File: config.mk
export PLATFORM = sky130hd
export DESIGN_NAME = pgwr_tracker
export DESIGN_NICKNAME = d
export VERILOG_FILES = /design/src/rtl/pgwr_pkg.sv /design/src/rtl/pgwr_flag_store.sv /design/src/rtl/pgwr_sel_ptr.sv /design/src/rtl/pgwr_out_reg.sv /design/src/rtl/pgwr_tracker.sv
export SDC_FILE = /design/constraint.sdc
export NUM_CORES = 1
export LEC_CHECK = 0
export ABC_CLOCK_PERIOD_IN_PS = 3000
export BUFFER_PORTS_ARGS = -buffer_cell sky130_fd_sc_hd__buf_2
export CAP_MARGIN = 20
export CORE_MARGIN = 5
export CORE_UTILIZATION = 62
export DETAILED_ROUTE_END_ITERATION = 10
export MAX_ROUTING_LAYER = met4
export PLACE_DENSITY = 0.77
export SLEW_MARGIN = 0
export SYNTH_ARGS = -nofsm -noshare
export SYNTH_HDL_FRONTEND = slang
export SYNTH_HIERARCHICAL = 1
export SYNTH_SLANG_ARGS = --single-unit
File: constraint.sdc
create_clock -name clk -period 3 [get_ports clk]
set_clock_uncertainty 0.1 [all_clocks]
set_input_delay 0.15 -clock clk [delete_from_list [all_inputs] [get_ports clk]]
set_output_delay 0.15 -clock clk [all_outputs]
set_load 0.02 [all_outputs]
File: src/rtl/pgwr_pkg.sv
package pgwr_pkg;
  // How far an accepted read moves the pair pointer.
  typedef enum logic [1:0] {
    STEP_HOLD = 2'd0,
    STEP_ONE  = 2'd1,
    STEP_PAIR = 2'd2
  } ptr_step_e;
endpackage

File: src/rtl/pgwr_flag_store.sv
module pgwr_flag_store #(
  parameter int PG_PER_HB = 8,
  parameter int NUM_HB    = 16,
  localparam int PB_W     = $clog2(PG_PER_HB),
  localparam int HB_W     = $clog2(NUM_HB),
  localparam int PG_W     = PB_W + HB_W
) (
  input  logic                 clk,
  input  logic                 rst_n,
  input  logic                 clr,
  input  logic                 wr_en,
  input  logic                 wr_user,
  input  logic [PG_W-1:0]      wr_page,
  input  logic [HB_W-1:0]      lo_hb,
  input  logic [HB_W-1:0]      hi_hb,
  output logic [PG_PER_HB-1:0] lo_flags,
  output logic [PG_PER_HB-1:0] hi_flags
);
  logic [NUM_HB-1:0][PG_PER_HB-1:0] flags;
  logic [HB_W-1:0] set_hb;
  logic [PB_W-1:0] set_bit;
  logic            set_en;

  assign set_hb  = wr_page[PG_W-1:PB_W];
  assign set_bit = wr_page[PB_W-1:0];
  assign set_en  = wr_en && wr_user;

  always_ff @(posedge clk or negedge rst_n) begin
    if (!rst_n) begin
      flags <= '0;
    end else if (clr) begin
      flags <= '0;
    end else if (set_en) begin
      for (int h = 0; h < NUM_HB; h++) begin
        if (set_hb == HB_W'(h)) flags[h][set_bit] <= 1'b1;
      end
    end
  end

  assign lo_flags = flags[lo_hb];
  assign hi_flags = flags[hi_hb];


  user_write_sets_chk: assert property (@(posedge clk) disable iff (!rst_n)
    (set_en && !clr) |=> flags[$past(set_hb)][$past(set_bit)]);


  flags_sticky_chk: assert property (@(posedge clk) disable iff (!rst_n)
    !clr |=> ((flags & $past(flags)) == $past(flags)));


  super_write_ignored_chk: assert property (@(posedge clk) disable iff (!rst_n)
    (wr_en && !wr_user && !clr) |=> (flags == $past(flags)));


  clear_wipes_chk: assert property (@(posedge clk) disable iff (!rst_n)
    clr |=> (flags == '0));
endmodule

File: src/rtl/pgwr_sel_ptr.sv
module pgwr_sel_ptr
  import pgwr_pkg::*;
#(
  parameter int NUM_HB = 16,
  localparam int HB_W  = $clog2(NUM_HB),
  localparam bit POW2  = (NUM_HB == (1 << HB_W))
) (
  input  logic            clk,
  input  logic            rst_n,
  input  logic            sel_en,
  input  logic [HB_W-1:0] sel_hb,
  input  ptr_step_e       step,
  output logic [HB_W-1:0] ptr,
  output logic [HB_W-1:0] ptr_nx1
);
  logic [HB_W-1:0] ptr_nx2;

  generate
    if (POW2) begin : g_wrap_free
      assign ptr_nx1 = ptr + HB_W'(1);
      assign ptr_nx2 = ptr + HB_W'(2);
    end else begin : g_wrap_cmp
      always_comb begin
        ptr_nx1 = (int'(ptr) >= NUM_HB - 1) ? HB_W'(int'(ptr) + 1 - NUM_HB) : ptr + HB_W'(1);
        ptr_nx2 = (int'(ptr) >= NUM_HB - 2) ? HB_W'(int'(ptr) + 2 - NUM_HB) : ptr + HB_W'(2);
      end
    end
  endgenerate

  always_ff @(posedge clk or negedge rst_n) begin
    if (!rst_n) begin
      ptr <= '0;
    end else if (sel_en) begin
      ptr <= sel_hb;
    end else begin
      unique case (step)
        STEP_ONE:  ptr <= ptr_nx1;
        STEP_PAIR: ptr <= ptr_nx2;
        default:   ptr <= ptr;
      endcase
    end
  end


  select_loads_chk: assert property (@(posedge clk) disable iff (!rst_n)
    sel_en |=> (ptr == $past(sel_hb)));


  wrap_to_zero_chk: assert property (@(posedge clk) disable iff (!rst_n)
    (!sel_en && step == STEP_ONE && int'(ptr) == NUM_HB - 1) |=> (ptr == '0));


  idle_holds_chk: assert property (@(posedge clk) disable iff (!rst_n)
    (!sel_en && step == STEP_HOLD) |=> $stable(ptr));
endmodule

File: src/rtl/pgwr_out_reg.sv
module pgwr_out_reg #(
  parameter int W = 16
) (
  input  logic         clk,
  input  logic         rst_n,
  input  logic         rd_valid,
  output logic         rd_ready,
  output logic         accept,
  input  logic [W-1:0] word_in,
  output logic         out_valid,
  input  logic         out_ready,
  output logic [W-1:0] out_word
);
  assign rd_ready = !out_valid || out_ready;
  assign accept   = rd_valid && rd_ready;

  always_ff @(posedge clk or negedge rst_n) begin
    if (!rst_n) begin
      out_valid <= 1'b0;
      out_word  <= '0;
    end else if (accept) begin
      out_valid <= 1'b1;
      out_word  <= word_in;
    end else if (out_ready) begin
      out_valid <= 1'b0;
    end
  end


  stall_hold_chk: assert property (@(posedge clk) disable iff (!rst_n)
    (out_valid && !out_ready) |=> (out_valid && $stable(out_word)));


  accept_fills_chk: assert property (@(posedge clk) disable iff (!rst_n)
    accept |=> out_valid);
endmodule

File: src/rtl/pgwr_tracker.sv
module pgwr_tracker
  import pgwr_pkg::*;
#(
  parameter int PG_PER_HB = 8,
  parameter int NUM_HB    = 16,
  localparam int PB_W     = $clog2(PG_PER_HB),
  localparam int HB_W     = $clog2(NUM_HB),
  localparam int PG_W     = PB_W + HB_W,
  localparam int WORD_W   = 2 * PG_PER_HB
) (
  input  logic              clk,
  input  logic              rst_n,
  input  logic              clr,
  input  logic              wr_en,
  input  logic              wr_user,
  input  logic [PG_W-1:0]   wr_page,
  input  logic              sel_en,
  input  logic [HB_W-1:0]   sel_hb,
  input  logic              rd_valid,
  input  logic              rd_adv,
  output logic              rd_ready,
  output logic              out_valid,
  input  logic              out_ready,
  output logic [WORD_W-1:0] out_word
);
  logic [HB_W-1:0]      ptr;
  logic [HB_W-1:0]      ptr_nx1;
  logic [PG_PER_HB-1:0] lo_flags;
  logic [PG_PER_HB-1:0] hi_flags;
  logic                 accept;
  ptr_step_e            step;

  always_comb begin
    if (!accept)     step = STEP_HOLD;
    else if (rd_adv) step = STEP_PAIR;
    else             step = STEP_ONE;
  end

  pgwr_flag_store #(.PG_PER_HB(PG_PER_HB), .NUM_HB(NUM_HB)) u_store (
    .clk      (clk),
    .rst_n    (rst_n),
    .clr      (clr),
    .wr_en    (wr_en),
    .wr_user  (wr_user),
    .wr_page  (wr_page),
    .lo_hb    (ptr),
    .hi_hb    (ptr_nx1),
    .lo_flags (lo_flags),
    .hi_flags (hi_flags)
  );

  pgwr_sel_ptr #(.NUM_HB(NUM_HB)) u_ptr (
    .clk     (clk),
    .rst_n   (rst_n),
    .sel_en  (sel_en),
    .sel_hb  (sel_hb),
    .step    (step),
    .ptr     (ptr),
    .ptr_nx1 (ptr_nx1)
  );

  pgwr_out_reg #(.W(WORD_W)) u_out (
    .clk       (clk),
    .rst_n     (rst_n),
    .rd_valid  (rd_valid),
    .rd_ready  (rd_ready),
    .accept    (accept),
    .word_in   ({hi_flags, lo_flags}),
    .out_valid (out_valid),
    .out_ready (out_ready),
    .out_word  (out_word)
  );


  pair_step_chk: assert property (@(posedge clk) disable iff (!rst_n)
    (accept && rd_adv && !sel_en) |=> (ptr == HB_W'(($past(int'(ptr)) + 2) % NUM_HB)));


  word_pair_chk: assert property (@(posedge clk) disable iff (!rst_n)
    (accept && !clr && !wr_en) |=> (out_word[PG_PER_HB-1:0] == $past(lo_flags)));
endmodule

==> impl_summary.log, run 1 <==
INFO  metric post_cts_resized = 0
INFO  metric critical-path-slowest-cell = nor2b_1
INFO  metric power.share.clock = 45.7%
INFO  metric syn-instance-count = 675
INFO  metric synth-async-reset-ratio = 100%
INFO  metric maxCapViolations = 0
INFO  metric ff2ff_path_depth = 7
INFO  metric synth_largest_area_cell = dfrtp_1
INFO  metric crit_end = u_out/out_word[11]$_DFFE_PN0P_
INFO  metric detailedPlacementHpwl = around 12 mm
INFO  metric io-pin-count = 38
INFO  metric crit_path_frequent_cell = nand2_1
INFO  metric globalRouteOverflowTotal = 0
INFO  metric critical_path.endpoint_type = register
INFO  metric fin_crit_sh = between 80% and 90%
INFO  metric final_nets = 702
INFO  metric htreeDepth = 4
INFO  metric detail-route-antenna-nets = 0
INFO  metric critical-path-max-stage-delay = 0.83 ns
INFO  metric totalNegativeSetupSlack = 0 ns
INFO  metric place_worst_setup_slack = approximately 0.57 ns
INFO  metric synthesis.nets = approximately 700
INFO  metric rr_endpoint = u_out/out_word[11]$_DFFE_PN0P_
INFO  metric num_rows = a little over 40
INFO  metric synth_edf_count = 0
INFO  metric detail_route.wirelength = around 21 mm
INFO  metric route.detailed.vias_per_inst = roughly 7.3
INFO  metric area.growth.synth_to_final = 11.3%
INFO  metric ys_top_cells_by_area = dfrtp_1 (47%), a31oi_1 (10%), mux4_2 (9.6%)
INFO  metric gpl.final_weighted_congestion = around 0.85
INFO  metric layout-drive-gt1-share = between 20% and 30%
INFO  metric crit_path_cell_trace = ha_1 -> nand2_1 -> xnor2_1 -> nor2b_1 -> a22oi_1 -> nand2_1 -> mux2_2
INFO  metric startpoint = u_ptr/ptr[2]$_DFFE_PN0P_
INFO  metric cp-start-kind = register
INFO  metric drtPass1Iterations = 5
INFO  metric final-max-slew-violation-count = 0
INFO  metric grt_pass1_vias = roughly 6300
INFO  metric worst_skew_pair.late_latency = 0.43 ns
INFO  metric synth_cell_type_count = 48
INFO  metric critical_path_class = register to register
INFO  metric antenna_found_initial = 0
INFO  metric vias = 6298
INFO  metric detailedRoute.firstIterationViolations = between 900 and 1000
INFO  metric maxSlewHeadroom = 30.0%
INFO  metric pwr_density_cell = ~560 nW/um^2
INFO  metric layout.cells.non_filler = 865
INFO  metric vdd.ir_drop.worst = 498 uV
INFO  metric synth_top_area_share = roughly 47%
INFO  metric chipWidth = 124 um
INFO  metric wl_per_cell = between 20 and 25 um
INFO  metric floorplan.die_area = around 15000 um^2
INFO  metric result_of_the_run = complete, no violations
INFO  metric cp_data_arrival_time = about 3 ns
INFO  metric cts_buffers = 17
INFO  metric grt_max_degree = 95
INFO  metric power.net_switching = roughly 1300 uW
INFO  metric coreArea = about 13000 um^2
INFO  metric clk_root_buffer_cell = clkbuf_16
INFO  metric drc = 0
INFO  metric synthTopCellsByCount = dfrtp_1 (149), nor2_1 (132), a31oi_1 (128), clkbuf_1 (44), mux4_2 (34)
INFO  metric worst-slew-pin-transition = ~1.0 ns
INFO  metric shortest_clock_period_the_worst_path_allows_after_layout = approximately 2.7 ns
INFO  metric initial_core_util = 63.3%
INFO  metric avgSynthCellArea = 11.8 um^2
INFO  metric sw_frac_of_total = around a quarter
INFO  metric reg2reg_from = u_ptr/ptr[2]$_DFFE_PN0P_
INFO  metric antenna_cells_inserted = 0
INFO  metric max_fclk = roughly 370 MHz
INFO  metric synthMostInstantiatedCell = dfrtp_1
INFO  metric place.port_buffers = 37
INFO  metric cellInternalPower = about 3700 uW
INFO  metric min_path_cells = 3
INFO  metric clock_tree_from_tritoncts = done
INFO  metric place_inst = 823
INFO  metric synth_seq_cells = approximately 150
INFO  metric final_hold_vio_count = 0
INFO  metric ys.flop_type = dfrtp_1
INFO  metric setup_viol = 0
INFO  metric dieHeight = 124 um
INFO  metric rsz0062_at_grt = false
INFO  metric grt_use_total = 30.2%
INFO  metric worstHoldPathType = input port to register
INFO  metric synthesis.area = between 7000 and 8000 um^2
INFO  metric grt_first_pass_wirelength = 33.4 mm
INFO  metric cts_buffer_depth = 2
INFO  metric clk_pin_slew_worst_paths = roughly 0.060 ns
INFO  metric comb_power_share = roughly an eighth
INFO  metric setup_ws = ~0.31 ns
INFO  metric synth_sequential_area_ratio = a little under half
INFO  metric worst_ep_required_time = between 3 and 4 ns
INFO  metric cts.sinks = approximately 150
INFO  metric register_share_of_total_power = 41.1%
INFO  metric crit_path_max_fanout = 9
INFO  metric yosysWarningCount = 6
INFO  metric minimum_setup_slack_among_reg_to_reg_paths = 0.31 ns
INFO  metric power.static_leakage = ~0.0041 uW
[per-layer routing]
metal	share of wire (%)	vias up	GRT usage (%)
li1	-	2590	-
met1	38	3142	38.6
met2	47	480	46.3
met3	11	86	8.14
met4	3.7	0	12.5
met5	0	-	-
[area by class of cell]
| type | instances | area, um^2 |
|---|---|---|
| clock buffer | 20 | 457 |
| clock inverter | 12 | 176 |
| fill | 829 | 3730 |
| inverter | 3 | 11.3 |
| multi-input combinational | 441 | 3830 |
| sequential | 149 | 3730 |
| tap | 172 | 215 |
| timing repair buffer | 68 | 477 |
[cell usage in the layout (no fill, tap or decap), types with 2 or more instances in the layout]
| cell type | instances |
|---|---|
| clkbuf_8 | 2 |
| ha_1 | 2 |
| a31oi_1 | 128 |
| nor2_1 | 131 |
| clkinvlp_4 | 5 |
| o21ai_0 | 2 |
| buf_4 | 20 |
| and2_1 | 3 |
| nor3b_2 | 3 |
| dfrtp_1 | 148 |
| a22oi_1 | 33 |
| and2b_1 | 2 |
| inv_1 | 2 |
| clkbuf_16 | 17 |
| dlygate4sd3_1 | 10 |
| and3b_1 | 3 |
| xnor2_1 | 3 |
| mux4_4 | 2 |
| clkinv_2 | 2 |
| buf_12 | 2 |
| nand2_1 | 21 |
| bufinv_16 | 4 |
| nor2b_1 | 3 |
| mux4_2 | 34 |
| mux4_1 | 28 |
| mux2_2 | 8 |
| and4b_1 | 3 |
| buf_2 | 35 |
| nor2b_2 | 2 |
| mux2_4 | 9 |
[timing repair]
action	CTS	global route
setup buffers	0	0
hold buffers	10	0
endpoints found under the hold margin	97	0
[power groups by stage]
| stage | Clock (uW) | Sequential (uW) | Combinational (uW) |
|---|---|---|---|
| 2_1_floorplan | 0 | 2080 | 433 |
| 3_3_place_gp | 0 | 2080 | 614 |
| 3_5_place_dp | 0 | 2080 | 619 |
| 4_1_cts | 2290 | 2040 | 640 |
| 5_1_grt | 2370 | 2050 | 685 |
| 6_report | 2270 | 2040 | 658 |
[cells by family after synthesis]
| kind of cell | count (synthesis) | synth area share [%] |
|---|---|---|
| compound gates | 168 | 13.8 |
| xor+xnor | 4 | 0.438 |
| fa+ha+maj | 2 | 0.313 |
| buf+inv | 85 | 5.76 |
| flops | 149 | 46.6 |
| mux | 82 | 22.4 |
| simple gates | 185 | 10.7 |
[how the worst min path moves through the flow]
stage,start,to,slack [ns]
finish,out_ready,u_out/out_valid$_DFFE_PN0P_,0.04
global route,out_ready,u_out/out_valid$_DFFE_PN0P_,0.05
CTS,out_ready,u_out/out_valid$_DFFE_PN0P_,0.03
detailed placement,rst_n,u_ptr/ptr[2]$_DFFE_PN0P_,0.19
global placement,rst_n,u_ptr/ptr[2]$_DFFE_PN0P_,0.19
floorplan,rst_n,u_out/out_valid$_DFFE_PN0P_,-0.25
[worst max-delay path, delay by kind of cell, from the launching register on]
family                     cells  cell delay [ns]
xor gates and xnor gates       1             0.35
adders and majority gates      1             0.24
and+or+nand+nor                3             1.05
AOI/OAI and AO/OA              1             0.26
DFF                            1             0.48
muxes                          1             0.15
[sequential cells by signal (all words and copies together), names as in the netlist]
register / flops
u_out/out_valid: 1
u_out/out_word: 16
u_ptr/ptr: 4
u_store/flags: 128
[through the flow]
step | hold WS, ns | total power (uW) | util, % | instance area, um^2
after global routing | 0.0454 | 5100 | 70.5 | 8890
final | 0.0406 | 4980 | 70.5 | 8890
after CTS | 0.0333 | 4970 | 70.5 | 8890
after global placement | 0.189 | 2690 | 64.7 | 8160
after floorplan | -0.246 | 2510 | - | 7990
after detailed placement | 0.194 | 2700 | 64.7 | 8160
Power figures use the tool's default switching activity.
==> run 2: changes to the inputs <==
--- a/config.mk
+++ b/config.mk
@@ -9,10 +9,10 @@
 export BUFFER_PORTS_ARGS = -buffer_cell sky130_fd_sc_hd__buf_2
 export CAP_MARGIN = 20
 export CORE_MARGIN = 5
-export CORE_UTILIZATION = 62
+export CORE_UTILIZATION = 55
 export DETAILED_ROUTE_END_ITERATION = 10
 export MAX_ROUTING_LAYER = met4
-export PLACE_DENSITY = 0.77
+export PLACE_DENSITY = 0.7
 export SLEW_MARGIN = 0
 export SYNTH_ARGS = -nofsm -noshare
 export SYNTH_HDL_FRONTEND = slang
==> run 2 against run 1 <==
Register-to-register slack improved by 0.11 ns. Fmax is 4.3% higher. Sequential share of layout area is 0.27 points lower. Power up 2.2%. First-iteration DRC count shrank 26%. Setup slack better by 0.11 ns. Sequential cell count is the same. Wire length rose by 0.34%. Utilization decreased by 8.2 points. Via count down 2.0%. Die area is 12% higher. Global-route usage is 3.0 points lower. Critical endpoint is now u_out/out_word[14]$_DFFE_PN0P_. Largest cell class unchanged.
==> impl_summary.log, run 2 (synthesis gave the netlist of run 1 again) <==
INFO  metric initial_core_util = a little under three fifths
INFO  metric detail_route.wirelength = about 21 mm
INFO  metric setup_viol = 0
INFO  metric final_nets = just over 700
INFO  metric result_of_the_run = complete, no violations
INFO  metric shortest_clock_period_the_worst_path_allows_after_layout = ~2.6 ns
INFO  metric grt_max_degree = 78
INFO  metric placed_cell_area = slightly above 8000 um^2
INFO  metric min_path_cells = 3
INFO  metric cts_buffers = 17
INFO  metric worst-slew-pin-transition = roughly 1.1 ns
INFO  metric cts_buffer_depth = 2
INFO  metric antenna_cells_inserted = 0
INFO  metric maxCapViolations = 0
INFO  metric minimum_setup_slack_among_reg_to_reg_paths = ~0.43 ns
INFO  metric most-common-layout-cells = dfrtp_1 (148), nor2_1 (131), a31oi_1 (128)
INFO  metric detailedPlacementHpwl = between 10 and 15 mm
INFO  metric layout-drive-gt1-share = approximately 23%
INFO  metric mostFrequentLayoutCell = dfrtp_1
INFO  metric crit_path_max_fanout = 9
INFO  metric worst_ep_required_time = 3.26 ns
INFO  metric drc = 0
INFO  metric largest_register_ff_count = approximately 130
INFO  metric hold_path_start = sel_en
INFO  metric critical_path_class = register to register
INFO  metric antenna_found_initial = 0
INFO  metric area.growth.synth_to_final = 12.0%
INFO  metric coreArea = 14400 um^2
INFO  metric worst_skew_pair.late_latency = 0.43 ns
INFO  metric grt_pass1_vias = approximately 6300
INFO  metric max_fclk = between 300 and 400 MHz
INFO  metric rr_endpoint = u_out/out_word[14]$_DFFE_PN0P_
INFO  metric fin_crit_sh = a little under nine tenths
INFO  metric final-max-slew-violation-count = 0
INFO  metric grt_first_pass_wirelength = between 30 and 40 mm
INFO  metric worstHoldPathType = input port to register
INFO  metric post_cts_resized = 0
INFO  metric maxSlewHeadroom = 26.2%
INFO  metric detail-route-antenna-nets = 0
INFO  metric vias = between 6000 and 7000
INFO  metric clock_tree_from_tritoncts = done
INFO  metric vdd.ir_drop.worst = 429 uV
INFO  metric final_hold_vio_count = 0
INFO  metric hold_buffers = 8
INFO  metric hold_path_end = u_ptr/ptr[1]$_DFFE_PN0P_
INFO  metric dieHeight = between 100 and 150 um
INFO  metric clk_root_buffer_cell = clkbuf_16
INFO  metric num_rows = 44
INFO  metric cp_data_arrival_time = between 2 and 3 ns
INFO  metric cts.sinks = approximately 150
INFO  metric chipWidth = between 100 and 150 um
INFO  metric globalRouteOverflowTotal = 0
INFO  metric clk_pin_slew_worst_paths = ~0.06 ns
INFO  metric grt_use_total = 27.2%
INFO  metric totalNegativeSetupSlack = 0 ns
INFO  metric gpl.final_weighted_congestion = 0.821
INFO  metric io-pin-count = 38
INFO  metric place_inst = between 800 and 900
INFO  metric largest_registers = u_store/flags: 128 flops, u_out/out_word: 16 flops, u_ptr/ptr: 4 flops
INFO  metric htreeDepth = 4
INFO  metric place_worst_setup_slack = ~0.54 ns
INFO  metric ff2ff_path_depth = 7
INFO  metric route.detailed.vias_per_inst = 7.02
INFO  metric critical_path.endpoint_type = register
INFO  metric setup_ws = 0.425 ns
INFO  metric cp-start-kind = register
INFO  metric max_flop_register = u_store/flags
INFO  metric power.static_leakage = roughly 0.0042 uW
INFO  metric post-cts-setup-buffer-count = 0
INFO  metric drtPass1Iterations = 5
INFO  metric post-route-cell-area = approximately 9000 um^2
INFO  metric place.port_buffers = 37
INFO  metric reg2reg_from = u_ptr/ptr[2]$_DFFE_PN0P_
INFO  metric layout.cells.non_filler = between 800 and 900
INFO  metric detailedRoute.firstIterationViolations = ~730
INFO  metric rsz0062_at_grt = false
INFO  metric pwr_density_cell = 568 nW/um^2
INFO  metric floorplan.die_area = approximately 17000 um^2
INFO  metric wl_per_cell = 24.3 um
[run 2: area by class of cell]
type,count,area (um^2)
clock buffer,20,467
clock inverter,12,199
fill,1043,5420
inverter,3,11.3
multi-input combinational,441,3830
sequential,149,3730
tap,184,230
timing repair buffer,70,487
[run 2: worst max path at each step]
stage / start / to / slack (ns)
after floorplan: u_ptr/ptr[1]$_DFFE_PN0P_ / u_out/out_word[10]$_DFFE_PN0P_ / 0.83
after global placement: u_ptr/ptr[0]$_DFFE_PN0P_ / u_out/out_word[12]$_DFFE_PN0P_ / 0.67
after detailed placement: u_ptr/ptr[2]$_DFFE_PN0P_ / u_out/out_word[9]$_DFFE_PN0P_ / 0.54
after CTS: u_ptr/ptr[2]$_DFFE_PN0P_ / u_out/out_word[14]$_DFFE_PN0P_ / 0.49
after global routing: u_ptr/ptr[2]$_DFFE_PN0P_ / u_out/out_word[14]$_DFFE_PN0P_ / 0.32
final: u_ptr/ptr[2]$_DFFE_PN0P_ / u_out/out_word[14]$_DFFE_PN0P_ / 0.43
[run 2: per-stage QoR]
stage | utilization (%) | hold slack (ns) | power, uW
final | 62.3 | 0.0208 | 5090
after floorplan | - | -0.246 | 2510
after detailed placement | 57.1 | 0.139 | 2720
after CTS | 62.3 | 0.0124 | 5110
after global routing | 62.3 | 0.0458 | 5230
after global placement | 57.1 | 0.128 | 2710
[run 2: report_power, final]
group / total [uW] / internal [uW] / switching, uW
sequential: 2040 / 2020 / 18.8
clock: 2380 / 1540 / 836
combinational: 666 / 220 / 447
total: 5090 / 3780 / 1300
[run 2: metal layers]
metal / wire [um] / global-route usage, %
met5: 0 / -
met1: 8320 / 34.4
met2: 10200 / 42.5
met4: 862 / 11.6
met3: 1930 / 6.38
[run 2: critical path, stage by stage, from the launching register on]
cell and delay [ns]:
dfrtp_1 0.49, ha_1 0.25, nand2_1 0.08, xnor2_1 0.28
nor2b_1 0.81, a22oi_1 0.22, nand2_1 0.12, mux2_2 0.16
==> run 3: changes to the inputs <==
--- a/config.mk
+++ b/config.mk
@@ -8,9 +8,11 @@
 export ABC_CLOCK_PERIOD_IN_PS = 3000
 export BUFFER_PORTS_ARGS = -buffer_cell sky130_fd_sc_hd__buf_2
 export CAP_MARGIN = 20
+export CORE_ASPECT_RATIO = 2
 export CORE_MARGIN = 5
 export CORE_UTILIZATION = 55
 export DETAILED_ROUTE_END_ITERATION = 10
+export GPL_TIMING_DRIVEN = 0
 export MAX_ROUTING_LAYER = met4
 export PLACE_DENSITY = 0.7
 export SLEW_MARGIN = 0
==> run 3 against run 2 <==
Sequential cell count unchanged. Global-route usage rose by 5.3 points. Critical path depth increased by 1. Power down 5.1%. Largest cell class unchanged. Largest power group unchanged.
==> impl_summary.log, run 3 (synthesis gave the netlist of run 1 again) <==
INFO  metric layout-drive-gt1-share = 22.1%
INFO  metric grt_use_total = roughly a third
INFO  metric maxCapViolations = 0
INFO  metric grt_pass1_vias = roughly 7000
INFO  metric place.port_buffers = 33
INFO  metric crit_path_max_fanout = 9
INFO  metric path_depth = 8
INFO  metric worst_ep_required_time = about 3.2 ns
INFO  metric vdd.ir_drop.worst = roughly 400 uV
INFO  metric worst_skew_pair.late_latency = roughly 0.43 ns
INFO  metric dieHeight = between 150 and 200 um
INFO  metric floorplan.die_area = between 15000 and 20000 um^2
INFO  metric maxSlewHeadroom = a little under two fifths
INFO  metric critical-path-max-stage-delay = roughly 0.60 ns
INFO  metric post-cts-setup-buffer-count = 0
INFO  metric place_worst_setup_slack = around 0.09 ns
INFO  metric crit_path_frequent_cell = nand2_1
INFO  metric final-max-slew-violation-count = 0
INFO  metric cp-start-kind = register
INFO  metric globalRouteOverflowTotal = 0
INFO  metric max_fclk = about 350 MHz
INFO  metric initial_core_util = between 50 and 60%
INFO  metric gpl.final_weighted_congestion = ~0.97
INFO  metric num_rows = 62
INFO  metric ff2ff_path_depth = 8
INFO  metric result_of_the_run = complete, no violations
INFO  metric htreeDepth = 4
INFO  metric wl_per_cell = roughly 27 um
INFO  metric antenna_cells_inserted = 0
INFO  metric grt_max_degree = just over 100
INFO  metric cp_data_arrival_time = 3.04 ns
INFO  metric detail_route.wirelength = ~26 mm
INFO  metric rsz0062_at_grt = false
INFO  metric largest_register_ff_count = ~130
INFO  metric drc = 0
INFO  metric detailedPlacementHpwl = roughly 19 mm
INFO  metric critical_path.endpoint_type = register
INFO  metric setup_viol = 0
INFO  metric final_core_util = a little over three fifths
INFO  metric io-pin-count = 38
INFO  metric max_flop_register = u_store/flags
INFO  metric area.growth.synth_to_final = 13.3%
INFO  metric setup_ws = between 0.15 and 0.2 ns
INFO  metric path_buf_inv = 1
INFO  metric worst-slew-pin-transition = ~0.94 ns
INFO  metric minimum_setup_slack_among_reg_to_reg_paths = between 0.15 and 0.2 ns
INFO  metric final_nets = between 700 and 800
INFO  metric crit_end = u_out/out_word[8]$_DFFE_PN0P_
INFO  metric power.static_leakage = about 0.0042 uW
INFO  metric crit_path_cell_trace = ha_1 -> nand2_1 -> xnor2_1 -> and2b_1 -> clkdlybuf4s25_2 -> a22oi_1 -> nand2_1 -> mux2_4
INFO  metric reg2reg_from = u_ptr/ptr[1]$_DFFE_PN0P_
INFO  metric clock_tree_from_tritoncts = done
INFO  metric fillers = roughly 1100
INFO  metric post-route-cell-area = about 9100 um^2
INFO  metric critPathTopFamily = flip-flops
INFO  metric mostFrequentLayoutCell = dfrtp_1
INFO  metric most-common-layout-cells = dfrtp_1 (149), nor2_1 (132), a31oi_1 (128)
INFO  metric grt_first_pass_wirelength = 39.7 mm
INFO  metric rr_endpoint = u_out/out_word[8]$_DFFE_PN0P_
INFO  metric startpoint = u_ptr/ptr[1]$_DFFE_PN0P_
INFO  metric detail-route-antenna-nets = 0
INFO  metric cts.sinks = 149
INFO  metric critical_path_class = register to register
INFO  metric clk_root_buffer_cell = clkbuf_16
INFO  metric worstHoldPathType = input port to register
INFO  metric fin_crit_sh = 94.2%
INFO  metric antenna_found_initial = 0
INFO  metric coreArea = between 10000 and 15000 um^2
INFO  metric cts_buffers = 17
INFO  metric detailedRoute.firstIterationViolations = between 600 and 700
INFO  metric placed_cell_area = 8430 um^2
INFO  metric largest_registers = u_store/flags: 128 flops, u_out/out_word: 16 flops, u_ptr/ptr: 4 flops
INFO  metric chipWidth = between 90 and 100 um
INFO  metric cts_buffer_depth = 2
INFO  metric final_hold_vio_count = 0
INFO  metric drtPass1Iterations = 5
INFO  metric clk_pin_slew_worst_paths = roughly 0.060 ns
INFO  metric route.detailed.vias_per_inst = approximately 7.0
INFO  metric shortest_clock_period_the_worst_path_allows_after_layout = 2.83 ns
INFO  metric critical-path-slowest-cell = dfrtp_1
INFO  metric vias = around 6600
INFO  metric pwr_density_cell = roughly 530 nW/um^2
==> run 3: cell types whose count changed in the layout (fill, tap and decap cells not counted), moves of 2 or more <==
cell / delta
clkbuf_1: +44
buf_4: -22
buf_2: +18
buf_6: +6
clkdlybuf4s25_2: +6
bufinv_16: -4
inv_6: +4
clkbuf_8: -3
dlygate4sd3_1: -3
clkinv_4: +2
nor2b_1: +2
nor2b_2: -2
==> run 3: worst min-delay path by stage <==
stage               slack [ns]  startpoint  depth (start not counted)                     endpoint
floorplan                -0.25       rst_n                          0  u_out/out_valid$_DFFE_PN0P_
global placement          0.29    rd_valid                          2  u_out/out_valid$_DFFE_PN0P_
detailed placement        0.03       rst_n                          1     u_ptr/ptr[0]$_DFFE_PN0P_
CTS                      0.009      sel_en                          3     u_ptr/ptr[2]$_DFFE_PN0P_
global route              0.03      sel_en                          3     u_ptr/ptr[2]$_DFFE_PN0P_
finish                    0.02      sel_en                          3     u_ptr/ptr[2]$_DFFE_PN0P_
==> run 3: final cells by class <==
class | instances | area, um^2 | area share, %
well taps | 192 | 240 | 2.65
clock buffers | 17 | 425 | 4.70
clock inverters | 15 | 145 | 1.60
multi-input cells | 441 | 3800 | 42.0
repair buffers | 39 | 249 | 2.75
flip-flops and latches | 149 | 3730 | 41.2
inverters | 3 | 11.3 | 0.124
plain buffers | 82 | 450 | 4.97
==> run 3: per-stage QoR <==
stage | setup TNS, ns | hold WS [ns] | power [uW] | cells
floorplan | 0 | -0.246 | 2510 | 675
global placement | -56.16 | 0.286 | 2770 | 900
detailed placement | 0 | 0.0259 | 2780 | 901
CTS | 0 | 0.00942 | 4850 | 938
global route | 0 | 0.0282 | 4980 | 938
finish | 0 | 0.0161 | 4830 | 938
==> run 3: power by group <==
part | switching (uW) | internal, uW
sequential | 24.9 | 2020
combinational | 476 | 239
clock | 907 | 1160
==> run 3: tightest hold or removal path, stage by stage <==
cell	delay (ns)
buf_2	0.10
or4_1	0.11
o311a_1	0.14
==> run 3: per-layer routing <==
layer / vias to the layer above / part of all wire [%] / global-route usage [%]
met5: - / 0 / -
met3: 148 / 7.8 / 6.23
li1: 2691 / - / -
met2: 480 / 51 / 51.5
met1: 3238 / 34 / 36.5
met4: 0 / 7.6 / 21.8
==> run 3: what timing repair did <==
item | 4_1_cts | 5_1_grt
endpoints found under the hold margin | 52 | 0
hold buffers | 5 | 0
endpoints found under the setup margin | 0 | 6
gates resized for setup | 0 | 1
